--- config.mk ---
export PLATFORM = sky130hd
export DESIGN_NAME = mdio_host
export DESIGN_NICKNAME = d
export VERILOG_FILES = /design/src/rtl/mdio_pkg.sv /design/src/rtl/mdio_ctl.sv /design/src/rtl/mdio_dp.sv /design/src/rtl/mdio_host.sv
export SDC_FILE = /design/constraint.sdc
export NUM_CORES = 1
export LEC_CHECK = 0
export BUFFER_PORTS_ARGS = -buffer_cell sky130_fd_sc_hd__buf_2
export CAP_MARGIN = 20
export CORE_ASPECT_RATIO = 0.8
export CORE_MARGIN = 5
export CORE_UTILIZATION = 45
export DETAILED_ROUTE_END_ITERATION = 8
export PLACE_DENSITY = 0.67
export SLEW_MARGIN = 20
export SYNTH_ARGS = -nofsm -noshare
export SYNTH_HDL_FRONTEND = slang
export SYNTH_SLANG_ARGS = --single-unit
--- constraint.sdc ---
create_clock -name clk -period 4.07 [get_ports clk]
set_clock_uncertainty 0.05 [all_clocks]
set_input_delay 0.2035 -clock clk [delete_from_list [all_inputs] [get_ports clk]]
set_output_delay 0.2035 -clock clk [all_outputs]
set_load 0.005 [all_outputs]
--- src/rtl/mdio_pkg.sv ---
package mdio_pkg;
  localparam int DIV_W       = 6;
  localparam int OP_W        = 2;
  localparam int PHY_W       = 5;
  localparam int REG_W       = 5;
  localparam int DATA_W      = 16;
  localparam int PRE_SLOTS   = 32;
  localparam int HDR_BITS    = 2 + OP_W + PHY_W + REG_W;
  localparam int TA_SLOT0    = PRE_SLOTS + HDR_BITS;
  localparam int TA_SLOT1    = TA_SLOT0 + 1;
  localparam int DATA_SLOT0  = TA_SLOT0 + 2;
  localparam int FRAME_SLOTS = DATA_SLOT0 + DATA_W;
  localparam int SLOT_W      = $clog2(FRAME_SLOTS);

  // command word layout
  localparam int START_BIT = 29;
  localparam int FAIL_BIT  = 28;
  localparam int OP_LSB    = 26;
  localparam int PHY_LSB   = 21;
  localparam int REG_LSB   = 16;
  // configuration word layout
  localparam int C22_BIT   = 0;
  localparam int DIV_LSB   = 4;
  localparam int NOPRE_BIT = 12;

  localparam int CMD_OFS = 0;
  localparam int CFG_OFS = 4;

  localparam logic [OP_W-1:0] OP_READ  = 2'b10;
  localparam logic [OP_W-1:0] OP_WRITE = 2'b01;

  typedef struct packed {
    logic sample;   // shift in one read bit
    logic taCheck;  // judge the second turnaround slot
  } strobe_t;
endpackage

--- src/rtl/mdio_ctl.sv ---
module mdio_ctl
  import mdio_pkg::*;
(
  input  logic              clk,
  input  logic              rstN,
  input  logic              startPulse,
  input  logic [DIV_W-1:0]  divVal,
  input  logic              noPreamble,
  input  logic              startRead,
  output strobe_t           strb,
  output logic [SLOT_W-1:0] slot,
  output logic              running,
  output logic              mdc,
  output logic              mdioOe
);
  logic [DIV_W-1:0] halfCnt;
  logic [DIV_W-1:0] divLat;
  logic             readLat;
  logic             halfEnd;
  logic             lastSlot;

  assign halfEnd  = running && (halfCnt >= divLat);
  assign lastSlot = (slot == SLOT_W'(FRAME_SLOTS - 1));

  always_ff @(posedge clk) begin
    if (!rstN) begin
      running <= 1'b0;
      mdc     <= 1'b0;
      halfCnt <= '0;
      slot    <= '0;
      divLat  <= '0;
      readLat <= 1'b0;
    end else if (startPulse && !running) begin
      running <= 1'b1;
      mdc     <= 1'b0;
      halfCnt <= '0;
      divLat  <= divVal;
      readLat <= startRead;
      slot    <= noPreamble ? SLOT_W'(PRE_SLOTS) : '0;
    end else if (running) begin
      if (halfEnd) begin
        halfCnt <= '0;
        mdc     <= ~mdc;
        if (mdc) begin
          if (lastSlot) running <= 1'b0;
          else          slot    <= slot + SLOT_W'(1);
        end
      end else begin
        halfCnt <= halfCnt + DIV_W'(1);
      end
    end
  end

  always_comb begin
    strb.sample  = halfEnd && !mdc && readLat && (slot >= SLOT_W'(DATA_SLOT0));
    strb.taCheck = halfEnd && !mdc && readLat && (slot == SLOT_W'(TA_SLOT1));
    mdioOe       = running && !(readLat && (slot >= SLOT_W'(TA_SLOT0)));
  end

  AST_MDC_IDLE_LOW: assert property (@(posedge clk) disable iff (!rstN)
    !running |-> !mdc);
  AST_HALF_BOUND: assert property (@(posedge clk) disable iff (!rstN)
    running |-> (halfCnt <= divLat));
  AST_SAMPLE_ON_RISE: assert property (@(posedge clk) disable iff (!rstN)
    strb.sample |=> mdc);
endmodule

--- src/rtl/mdio_dp.sv ---
module mdio_dp
  import mdio_pkg::*;
#(
  parameter int RST_DIV = 49
) (
  input  logic              clk,
  input  logic              rstN,
  input  logic              cmdWr,
  input  logic              cfgWr,
  input  logic [31:0]       wrData,
  input  logic              running,
  input  strobe_t           strb,
  input  logic [SLOT_W-1:0] slot,
  input  logic              mdioIn,
  output logic              startPulse,
  output logic              startRead,
  output logic [DIV_W-1:0]  divVal,
  output logic              noPreamble,
  output logic              frameBit,
  output logic [31:0]       cmdWord,
  output logic [31:0]       cfgWord
);
  logic [OP_W-1:0]        opReg;
  logic [PHY_W-1:0]       phyReg;
  logic [REG_W-1:0]       regReg;
  logic [DATA_W-1:0]      dataReg;
  logic                   failReg;
  logic                   c22Reg;
  logic                   cmdAccept;
  logic [FRAME_SLOTS-1:0] frameImg;
  logic                   unusedBits;

  assign cmdAccept  = cmdWr && !running;
  assign startPulse = cmdAccept && wrData[START_BIT];
  assign startRead  = (wrData[OP_LSB +: OP_W] == OP_READ);
  assign unusedBits = ^{wrData[31:30], wrData[FAIL_BIT]};

  always_ff @(posedge clk) begin
    if (!rstN) begin
      opReg      <= '0;
      phyReg     <= '0;
      regReg     <= '0;
      dataReg    <= '0;
      failReg    <= 1'b0;
      c22Reg     <= 1'b1;
      divVal     <= DIV_W'(RST_DIV);
      noPreamble <= 1'b0;
    end else begin
      if (cmdAccept) begin
        opReg   <= wrData[OP_LSB  +: OP_W];
        phyReg  <= wrData[PHY_LSB +: PHY_W];
        regReg  <= wrData[REG_LSB +: REG_W];
        dataReg <= wrData[0 +: DATA_W];
        failReg <= 1'b0;
      end else begin
        if (strb.sample)              dataReg <= {dataReg[DATA_W-2:0], mdioIn};
        if (strb.taCheck && mdioIn)   failReg <= 1'b1;
      end
      if (cfgWr) begin
        c22Reg     <= wrData[C22_BIT];
        divVal     <= wrData[DIV_LSB +: DIV_W];
        noPreamble <= wrData[NOPRE_BIT];
      end
    end
  end

  // whole frame as it leaves the wire, first slot in the MSB
  assign frameImg = {{PRE_SLOTS{1'b1}}, 2'b01, opReg, phyReg, regReg, 2'b10, dataReg};
  assign frameBit = frameImg[SLOT_W'(FRAME_SLOTS - 1) - slot];

  always_comb begin
    cmdWord                        = '0;
    cmdWord[START_BIT]             = running;
    cmdWord[FAIL_BIT]              = failReg;
    cmdWord[OP_LSB  +: OP_W]       = opReg;
    cmdWord[PHY_LSB +: PHY_W]      = phyReg;
    cmdWord[REG_LSB +: REG_W]      = regReg;
    cmdWord[0 +: DATA_W]           = dataReg;
    cfgWord                        = '0;
    cfgWord[C22_BIT]               = c22Reg;
    cfgWord[DIV_LSB +: DIV_W]      = divVal;
    cfgWord[NOPRE_BIT]             = noPreamble;
  end

  AST_BUSY_WRITE_IGNORED: assert property (@(posedge clk) disable iff (!rstN)
    (running && cmdWr) |=> $stable({opReg, phyReg, regReg}));
  AST_FAIL_READ_ONLY: assert property (@(posedge clk) disable iff (!rstN)
    $rose(failReg) |-> (opReg == OP_READ));
endmodule

--- src/rtl/mdio_host.sv ---
module mdio_host
  import mdio_pkg::*;
#(
  parameter int RST_DIV = 49,
  parameter int ADDR_W  = 4
) (
  input  logic              clk,
  input  logic              rstN,
  input  logic              regWrEn,
  input  logic [ADDR_W-1:0] regAddr,
  input  logic [31:0]       regWrData,
  output logic [31:0]       regRdData,
  output logic              mdc,
  output logic              mdioOut,
  output logic              mdioOe,
  input  logic              mdioIn
);
  logic              cmdSel, cfgSel;
  logic              startPulse, startRead, noPreamble, running, frameBit;
  logic [DIV_W-1:0]  divVal;
  logic [SLOT_W-1:0] slot;
  logic [31:0]       cmdWord, cfgWord;
  strobe_t           strb;

  assign cmdSel = (regAddr == ADDR_W'(CMD_OFS));
  assign cfgSel = (regAddr == ADDR_W'(CFG_OFS));

  mdio_dp #(.RST_DIV(RST_DIV)) uDp (
    .clk(clk), .rstN(rstN),
    .cmdWr(regWrEn && cmdSel), .cfgWr(regWrEn && cfgSel),
    .wrData(regWrData), .running(running), .strb(strb), .slot(slot),
    .mdioIn(mdioIn), .startPulse(startPulse), .startRead(startRead),
    .divVal(divVal), .noPreamble(noPreamble), .frameBit(frameBit),
    .cmdWord(cmdWord), .cfgWord(cfgWord)
  );

  mdio_ctl uCtl (
    .clk(clk), .rstN(rstN), .startPulse(startPulse), .divVal(divVal),
    .noPreamble(noPreamble), .startRead(startRead), .strb(strb),
    .slot(slot), .running(running), .mdc(mdc), .mdioOe(mdioOe)
  );

  assign mdioOut   = mdioOe & frameBit;
  assign regRdData = cmdSel ? cmdWord : (cfgSel ? cfgWord : 32'h0);

  AST_OUT_HOLD_HIGH: assert property (@(posedge clk) disable iff (!rstN)
    (mdc && $past(mdc)) |-> ($stable(mdioOut) && $stable(mdioOe)));
endmodule

==> results of run 1 <==
-- per-layer routing --
metal	share of wire, %	wire length, um	up-vias	GRT usage, %
li1	-	-	1535	-
met1	47	4130	1446	26.9
met2	45	4000	109	32.3
met3	7.4	658	5	6.62
met4	0.89	79	0	5.23
met5	0	0	-	0
-- final timing paths --
path | start | endpoint | slack, ps | cells after the start
setup / recovery | uCtl.slot[0] | mdioOut | 1400 | 5
hold / removal | regWrData[10] | uDp.dataReg[10] | 20 | 3
setup reg to reg | uCtl.divLat[4] | uDp.dataReg[4] | 1500 | 7
hold reg to reg | uCtl.divLat[5] | uCtl.divLat[5] | 410 | 2
-- power groups by stage --
stage	logic, W	registers, W	clock network (W)
6_report	0.0000633	0.000579	0.000538
5_1_grt	0.0000702	0.000580	0.000574
4_1_cts	0.0000630	0.000579	0.000551
3_5_place_dp	0.0000628	0.000592	0
3_3_place_gp	0.0000618	0.000591	0
2_1_floorplan	0.0000349	0.000589	0
-- cell families (layout without fill, tap and decap cells) --
group	Yosys count	count (layout)
adder cells (fa/ha/maj)	8	8
AO/OA/AOI/OAI	87	87
multiplexers	9	9
AND/OR/NAND/NOR	189	189
buffers and inverters	42	102
XOR/XNOR	6	6
flip-flops	58	58
other	1	2
-- layout by cell type (no fill, tap or decap), types with 4 or more instances in the layout --
cell / Yosys / routed
nand2_1: 73 / 73
buf_2: 1 / 69
dfxtp_1: 58 / 58
a21oi_1: 35 / 35
nand3_1: 29 / 29
and3_1: 22 / 22
and2_1: 20 / 20
nor2_1: 14 / 14
o21ai_0: 14 / 14
inv_1: 13 / 13
clkbuf_8: 2 / 11
a22o_1: 8 / 8
ha_1: 8 / 8
nand4_1: 7 / 7
nor3_1: 7 / 7
a221o_1: 6 / 6
mux4_2: 4 / 4
nand3b_1: 4 / 4
buf_4: 3 / 4
-- state kept, by name (all words and copies together), names as in the netlist --
register / cells
uCtl.running: 1
uCtl.mdc: 1
uCtl.halfCnt: 6
uDp.dataReg: 16
uCtl.slot: 6
uDp.noPreamble: 1
uDp.phyReg: 5
uCtl.readLat: 1
uCtl.divLat: 6
uDp.divVal: 6
uDp.c22Reg: 1
uDp.regReg: 5
uDp.failReg: 1
uDp.opReg: 2
-- metrics by stage --
stage | power (W) | hold WS (ps) | setup WS [ps] | cells
2_1_floorplan | 0.000624 | 263 | 2110 | 401
3_3_place_gp | 0.000653 | 365 | 1640 | 532
3_5_place_dp | 0.000655 | 360 | 1540 | 532
4_1_cts | 0.00119 | 6.04 | 1370 | 548
5_1_grt | 0.00122 | 8.96 | 1240 | 548
6_report | 0.00118 | 21.1 | 1400 | 548
-- area by class of cell --
cell class / count / area (um^2)
multi-input cells: 301 / 1850
fillers: 698 / 3190
repair buffers: 73 / 375
clock buffers: 14 / 163
well taps: 87 / 109
inverters: 13 / 48.8
clock inverters: 2 / 35.0
flip-flops and latches: 58 / 1160
-- worst max-delay path, stage by stage, from the launching register on --
cell and delay, ps:
dfxtp_1 690, mux4_2 580, and3_1 190, a311oi_1 310
a311oi_1 160, buf_2 150
==> results.ini, run 1 <==
[placement]
dpl-instance-area_mm2 = 0.00354
io_buffers = 69
place.detailed.hpwl_um = 6260
routabilityCongestion = 0.817

[routing]
wl_per_cell_um = 16.2
vias_per_cell = 5.65
dr.pass1.iters = 4
drcViolationCount = 0
drt_iter0_drc = 205
ant_nets = 0
vias = 3095
totalWireLength_um = 8870

[cts]
htreeDepth = 3
ctsResizeCount = 0
root_buffer = clkbuf_8
cts.sinks = 58
cts_tree = built
clk_latency_ps = 340
cts_buffers = 9
post-cts-setup-buffers = 0
clk_path_buf_depth = 2
hold_buffers = 0
clkTransAtPathRegs_ps = 70

[sta]
fmax_ghz = 0.374
slew_violations = 0
rsz0062_at_grt = false
setup_viol = 0
finalCriticalPeriod_ps = 2670
max-slew-margin-rel_pct = 30.6
period_share_pct = 65.7
fin_tns_setup_ps = 0
hold_viol = 0
worstMarginPinSlew_ps = 1040

[pwr]
power_frac_clock_pct = 45.6
p_int_w = 0.000915
netSwitchingFraction_pct = 22.5
irDropWorstVdd_v = 0.000174
p_leak_nw = 1.60
switching_power_w = 0.000265
p_seq_share_pct = 49.1
powerDensity_mw_per_mm2 = 316
combPwrFrac_pct = 5.4

[final_layout]
drive_gt1_share_pct = 22.1
diodes = 0
final_nets = 504
finalInstanceArea_mm2 = 0.00374
final_core_util_pct = 54.0
area_growth_syn_to_layout_pct = 15.9

[logic_synthesis]
synth_common_cells = nand2_1, dfxtp_1, a21oi_1, nand3_1, and3_1
synthSimpleGateAreaFrac_pct = 29.6
ys_seq_elements = 58
postSynth.asyncResetShare_pct = 0
syn_area_mm2 = 0.00322
synthTopCellsByArea = dfxtp_1, nand2_1, a21oi_1, nand3_1, and3_1
synth.area.mux_share_pct = 4.42
yosysSeqAreaShare_pct = 36.0
synth_top_family_by_area = simple AND/OR/NAND/NOR gates
synth_most_common_cell = nand2_1
synth_cell_type_count = 51
synth_compound_area_share_pct = 18.0
synth_top_area_cell = dfxtp_1
yosys_warnings = 0
synth_flop_cell = dfxtp_1
synth_top_area_share_pct = 36.0
synth_edf_count = 0
synth_xor_area_share_pct = 1.63
synthCells = 400
synthAdderAreaFrac_pct = 3.10
avgSynthCellArea_um2 = 8.06

[die]
dieArea_mm2 = 0.00897
die_h_um = 85.7
rows = 27
die_x_um = 105
num_io_pins = 75
coreArea_mm2 = 0.00693
start_util_pct = 46.6

[grt]
gr-total-overflow = 0
grt_max_degree = 31
grt_usage_pct = 20.3
antenna_found_initial = 0
grt_pass1_vias = 3020
grt_pass1_wl_um = 15000

[setup_path]
required_ps = 3820
cp-end-kind = output pin
cp.arrival_ps = 2420
setup.worst_path.class = flop to output pin
crit_fanout = 12
crit_path_start_kind = flop

[outcome]
status = completed

[hold_path]
min_path_type = primary input to flop

[flow_run]
drv_cap = 0

Note: power is estimated with default switching activity, not from simulation.
==> run 2, diff against run 1 <==
--- a/config.mk
+++ b/config.mk
@@ -5,6 +5,7 @@
 export SDC_FILE = /design/constraint.sdc
 export NUM_CORES = 1
 export LEC_CHECK = 0
+export ABC_AREA = 1
 export BUFFER_PORTS_ARGS = -buffer_cell sky130_fd_sc_hd__buf_2
 export CAP_MARGIN = 20
 export CORE_ASPECT_RATIO = 0.8
==> constraint.sdc (replaced) <==
create_clock -name clk -period 2.7 [get_ports clk]
set_clock_uncertainty 0.05 [all_clocks]
set_input_delay 0.135 -clock clk [delete_from_list [all_inputs] [get_ports clk]]
set_output_delay 0.135 -clock clk [all_outputs]
set_load 0.005 [all_outputs]
==> run 2 against run 1 <==
Non-clock buffer count increased by 3. Die area is 0.56% lower. Combinational power is 120% higher. Sequential share of layout area fell by 0.76 points. Routed wire length fell by 4.7%.
==> results.ini, run 2 <==
[placement]
place.detailed.hpwl_um = 6280  ; was 6260 um
io_buffers = 69  ; unchanged
routabilityCongestion = 0.886  ; was 0.817

[cts]
htreeDepth = 3  ; unchanged
cts.sinks = 58  ; unchanged
ctsResizeCount = 0  ; unchanged
clk_latency_ps = 340  ; about the same
clkTransAtPathRegs_ps = 70  ; about the same
cts_tree = built  ; unchanged
root_buffer = clkbuf_8  ; unchanged
clk_path_buf_depth = 2  ; unchanged
cts_buffers = 9  ; unchanged

[final_layout]
layout_common_cells = nand2_1, inv_1, nor2_1  ; was nand2_1, buf_2, dfxtp_1
area_growth_syn_to_layout_pct = 19.6  ; was 15.9%
fill_cells = 726  ; was 698
largest_register = uDp.dataReg  ; unchanged
drive_gt1_share_pct = 17.2  ; was 22.1%
diodes = 0  ; unchanged
final_common_cell = nand2_1  ; unchanged
multi_input_area_mm2 = 0.00163  ; was 0.00185 mm^2
final_core_util_pct = 55.6  ; was 54.0%
largest_reg_flops = 16  ; unchanged
final_nets = 606  ; was 504
ff_latch_area_mm2 = 0.00116  ; unchanged

[grt]
gr-total-overflow = 0  ; unchanged
grt_pass1_vias = 2938  ; was 3020
grt_usage_pct = 19.1  ; was 20.3%
antenna_found_initial = 0  ; unchanged
grt_max_degree = 31  ; unchanged
grt_pass1_wl_um = 14000  ; was 15000 um

[logic_synthesis]
synth_top_area_share_pct = 36.2  ; was 36.0%
yosys_warnings = 0  ; unchanged
postSynth.asyncResetShare_pct = 0  ; unchanged
synth_common_cells = nand2_1, inv_1, nor2_1, dfxtp_1, o21ai_0  ; was nand2_1, dfxtp_1, a21oi_1, nand3_1, and3_1
synth_most_common_cell = nand2_1  ; unchanged
avgSynthCellArea_um2 = 6.51  ; was 8.06 um^2
synth_edf_count = 0  ; unchanged
synth_flop_cell = dfxtp_1  ; unchanged
synth_top_area_cell = dfxtp_1  ; unchanged
synthCells = 492  ; was 400
ys_seq_elements = 58  ; unchanged
synthTopCellsByArea = dfxtp_1, nand2_1, inv_1, nor2_1, o21ai_0  ; was dfxtp_1, nand2_1, a21oi_1, nand3_1, and3_1
synth_cell_type_count = 37  ; was 51
yosysSeqAreaShare_pct = 36.2  ; was 36.0%
syn_area_mm2 = 0.00320  ; was 0.00322 mm^2

[sta]
fmax_ghz = 0.435
worstMarginPinSlew_ps = 1040  ; about the same
finalCriticalPeriod_ps = 2300
hold_viol = 0  ; unchanged
slew_violations = 0  ; unchanged
setup_viol = 0  ; unchanged
period_share_pct = 85.1
fin_tns_setup_ps = 0  ; unchanged
holdWs_ps = 19.3  ; was 21.1 ps
max-slew-margin-rel_pct = 30.2  ; was 30.6%
rsz0062_at_grt = false  ; unchanged

[routing]
vias_per_cell = 4.95  ; was 5.65
dr.pass1.iters = 5  ; was 4
drcViolationCount = 0  ; unchanged
totalWireLength_um = 8450  ; was 8870 um
drt_iter0_drc = 203  ; was 205
vias = 3219  ; was 3095
ant_nets = 0  ; unchanged
wl_per_cell_um = 13.0  ; was 16.2 um

[die]
die_h_um = 85.5  ; was 85.7 um
rows = 27  ; unchanged
dieArea_mm2 = 0.00892  ; was 0.00897 mm^2
num_io_pins = 75  ; unchanged
die_x_um = 104  ; was 105 um
coreArea_mm2 = 0.00689  ; was 0.00693 mm^2
start_util_pct = 46.5  ; was 46.6%

[setup_path]
reg2reg_depth = 13  ; was 7
cp-end-kind = output pin  ; unchanged
slowest_stage = dfxtp_1  ; unchanged
crit_fanout = 16  ; was 12
r2r-start = uCtl.halfCnt[0]  ; was uCtl.divLat[4]
regToRegSetupSlack_ps = 530  ; was 1500 ps
path_cells = inv_1, o21ai_0, nand2_1, nor2_1, nor2_1, nor3_1, nor2_1, buf_2  ; was mux4_2, and3_1, a311oi_1, a311oi_1, buf_2
timing.rr.end = uDp.dataReg[13]  ; was uDp.dataReg[4]
required_ps = 2520  ; was 3820 ps
setup.worst_path.class = flop to output pin  ; unchanged
crit_top_cell = nor2_1  ; was a311oi_1
critPathMaxStageDelay_ps = 630  ; was 690 ps
cp.arrival_ps = 2110  ; was 2420 ps
crit_path_start_kind = flop  ; unchanged

[pwr]
p_leak_nw = 1.66  ; was 1.60 nW
powerDensity_mw_per_mm2 = 495  ; was 316 mW/mm^2
irDropWorstVdd_v = 0.000294  ; was 0.000174 V

[hold_path]
hold_depth = 3  ; unchanged
hp-start = regWrData[25]  ; was regWrData[10]
hold_end = uDp.phyReg[4]  ; was uDp.dataReg[10]
min_path_type = primary input to flop  ; unchanged

[flow_run]
drv_cap = 0  ; unchanged

[outcome]
status = completed  ; unchanged

run 2: cell count changes in the layout (fill, tap and decap cells not counted), moves of 5 or more:
cell,previous run,this run
nand3_1,29,19
nand4_1,7,2
a22o_1,8,0
inv_1,13,76
and3_1,22,1
dlygate4sd3_1,0,5
a221o_1,6,0
nor3_1,7,1
nand2_1,73,105
and2_1,20,0
o21ai_0,14,53
nor2_1,14,72
run 2: kinds of logic after synthesis:
| logic type | share of synthesized area [%] |
|---|---|
| and+or+nand+nor | 27.3 |
| other | 0.117 |
| DFF | 36.2 |
| buffers and inverters | 13.2 |
| adders and majority gates | 3.12 |
| AOI/OAI and AO/OA | 18.7 |
| xor gates and xnor gates | 1.37 |
run 2: metal layers:
| layer | share of wire (%) | wire length [um] | up-vias | track usage [%] |
|---|---|---|---|---|
| met3 | 5.4 | 460 | 8 | 5.17 |
| met2 | 46 | 3870 | 85 | 30.5 |
| met5 | 0 | 0 | - | 0 |
| met4 | 1.1 | 92 | 0 | 4.59 |
| li1 | - | - | 1687 | - |
| met1 | 48 | 4030 | 1439 | 25.6 |
run 2: where the power goes:
group	switching (W)	internal, W
Sequential	0.0000110	0.000870
Clock	0.000344	0.000528
Combinational	0.0000855	0.0000568
run 2: what timing repair did:
action	in CTS	in global routing
endpoints found under the hold margin	5	0
hold buffers	5	0
setup buffers	0	0
run 2: worst max path at each step:
stage	start	endpoint	slack, ps	cells past startpoint
floorplan	uCtl.divLat[5]	uDp.dataReg[10]	1030	12
global placement	uCtl.halfCnt[0]	uDp.dataReg[4]	300	13
detailed placement	uCtl.halfCnt[0]	uDp.dataReg[13]	250	13
CTS	uCtl.halfCnt[0]	uDp.dataReg[13]	230	13
global route	uCtl.slot[0]	mdioOut	180	8
finish	uCtl.slot[0]	mdioOut	400	8
run 2: worst max-delay path: cells and delay by family, from the launching register on:
kind	cells	cell delay, ps
flops	1	630
simple gates	5	500
buf+inv	2	420
compound gates	1	220
run 2: final cells by class:
class / instances / share of cell area (%)
flip-flops and latches: 58 / 30.3
repair buffers: 76 / 10.7
well taps: 87 / 2.84
clock buffers: 15 / 4.87
multi-input cells: 334 / 42.6
inverters: 79 / 7.87
clock inverters: 1 / 0.784
run 2: per-stage QoR:
stage          power [W]  area (um^2)  worst slack [ps]  std cells
2_1_floorplan   0.000984         3210              1030        493
3_3_place_gp     0.00103         3560               297        629
3_5_place_dp     0.00104         3560               253        629
4_1_cts          0.00190         3820               233        650
5_1_grt          0.00197         3830               176        650
6_report         0.00190         3830               403        650
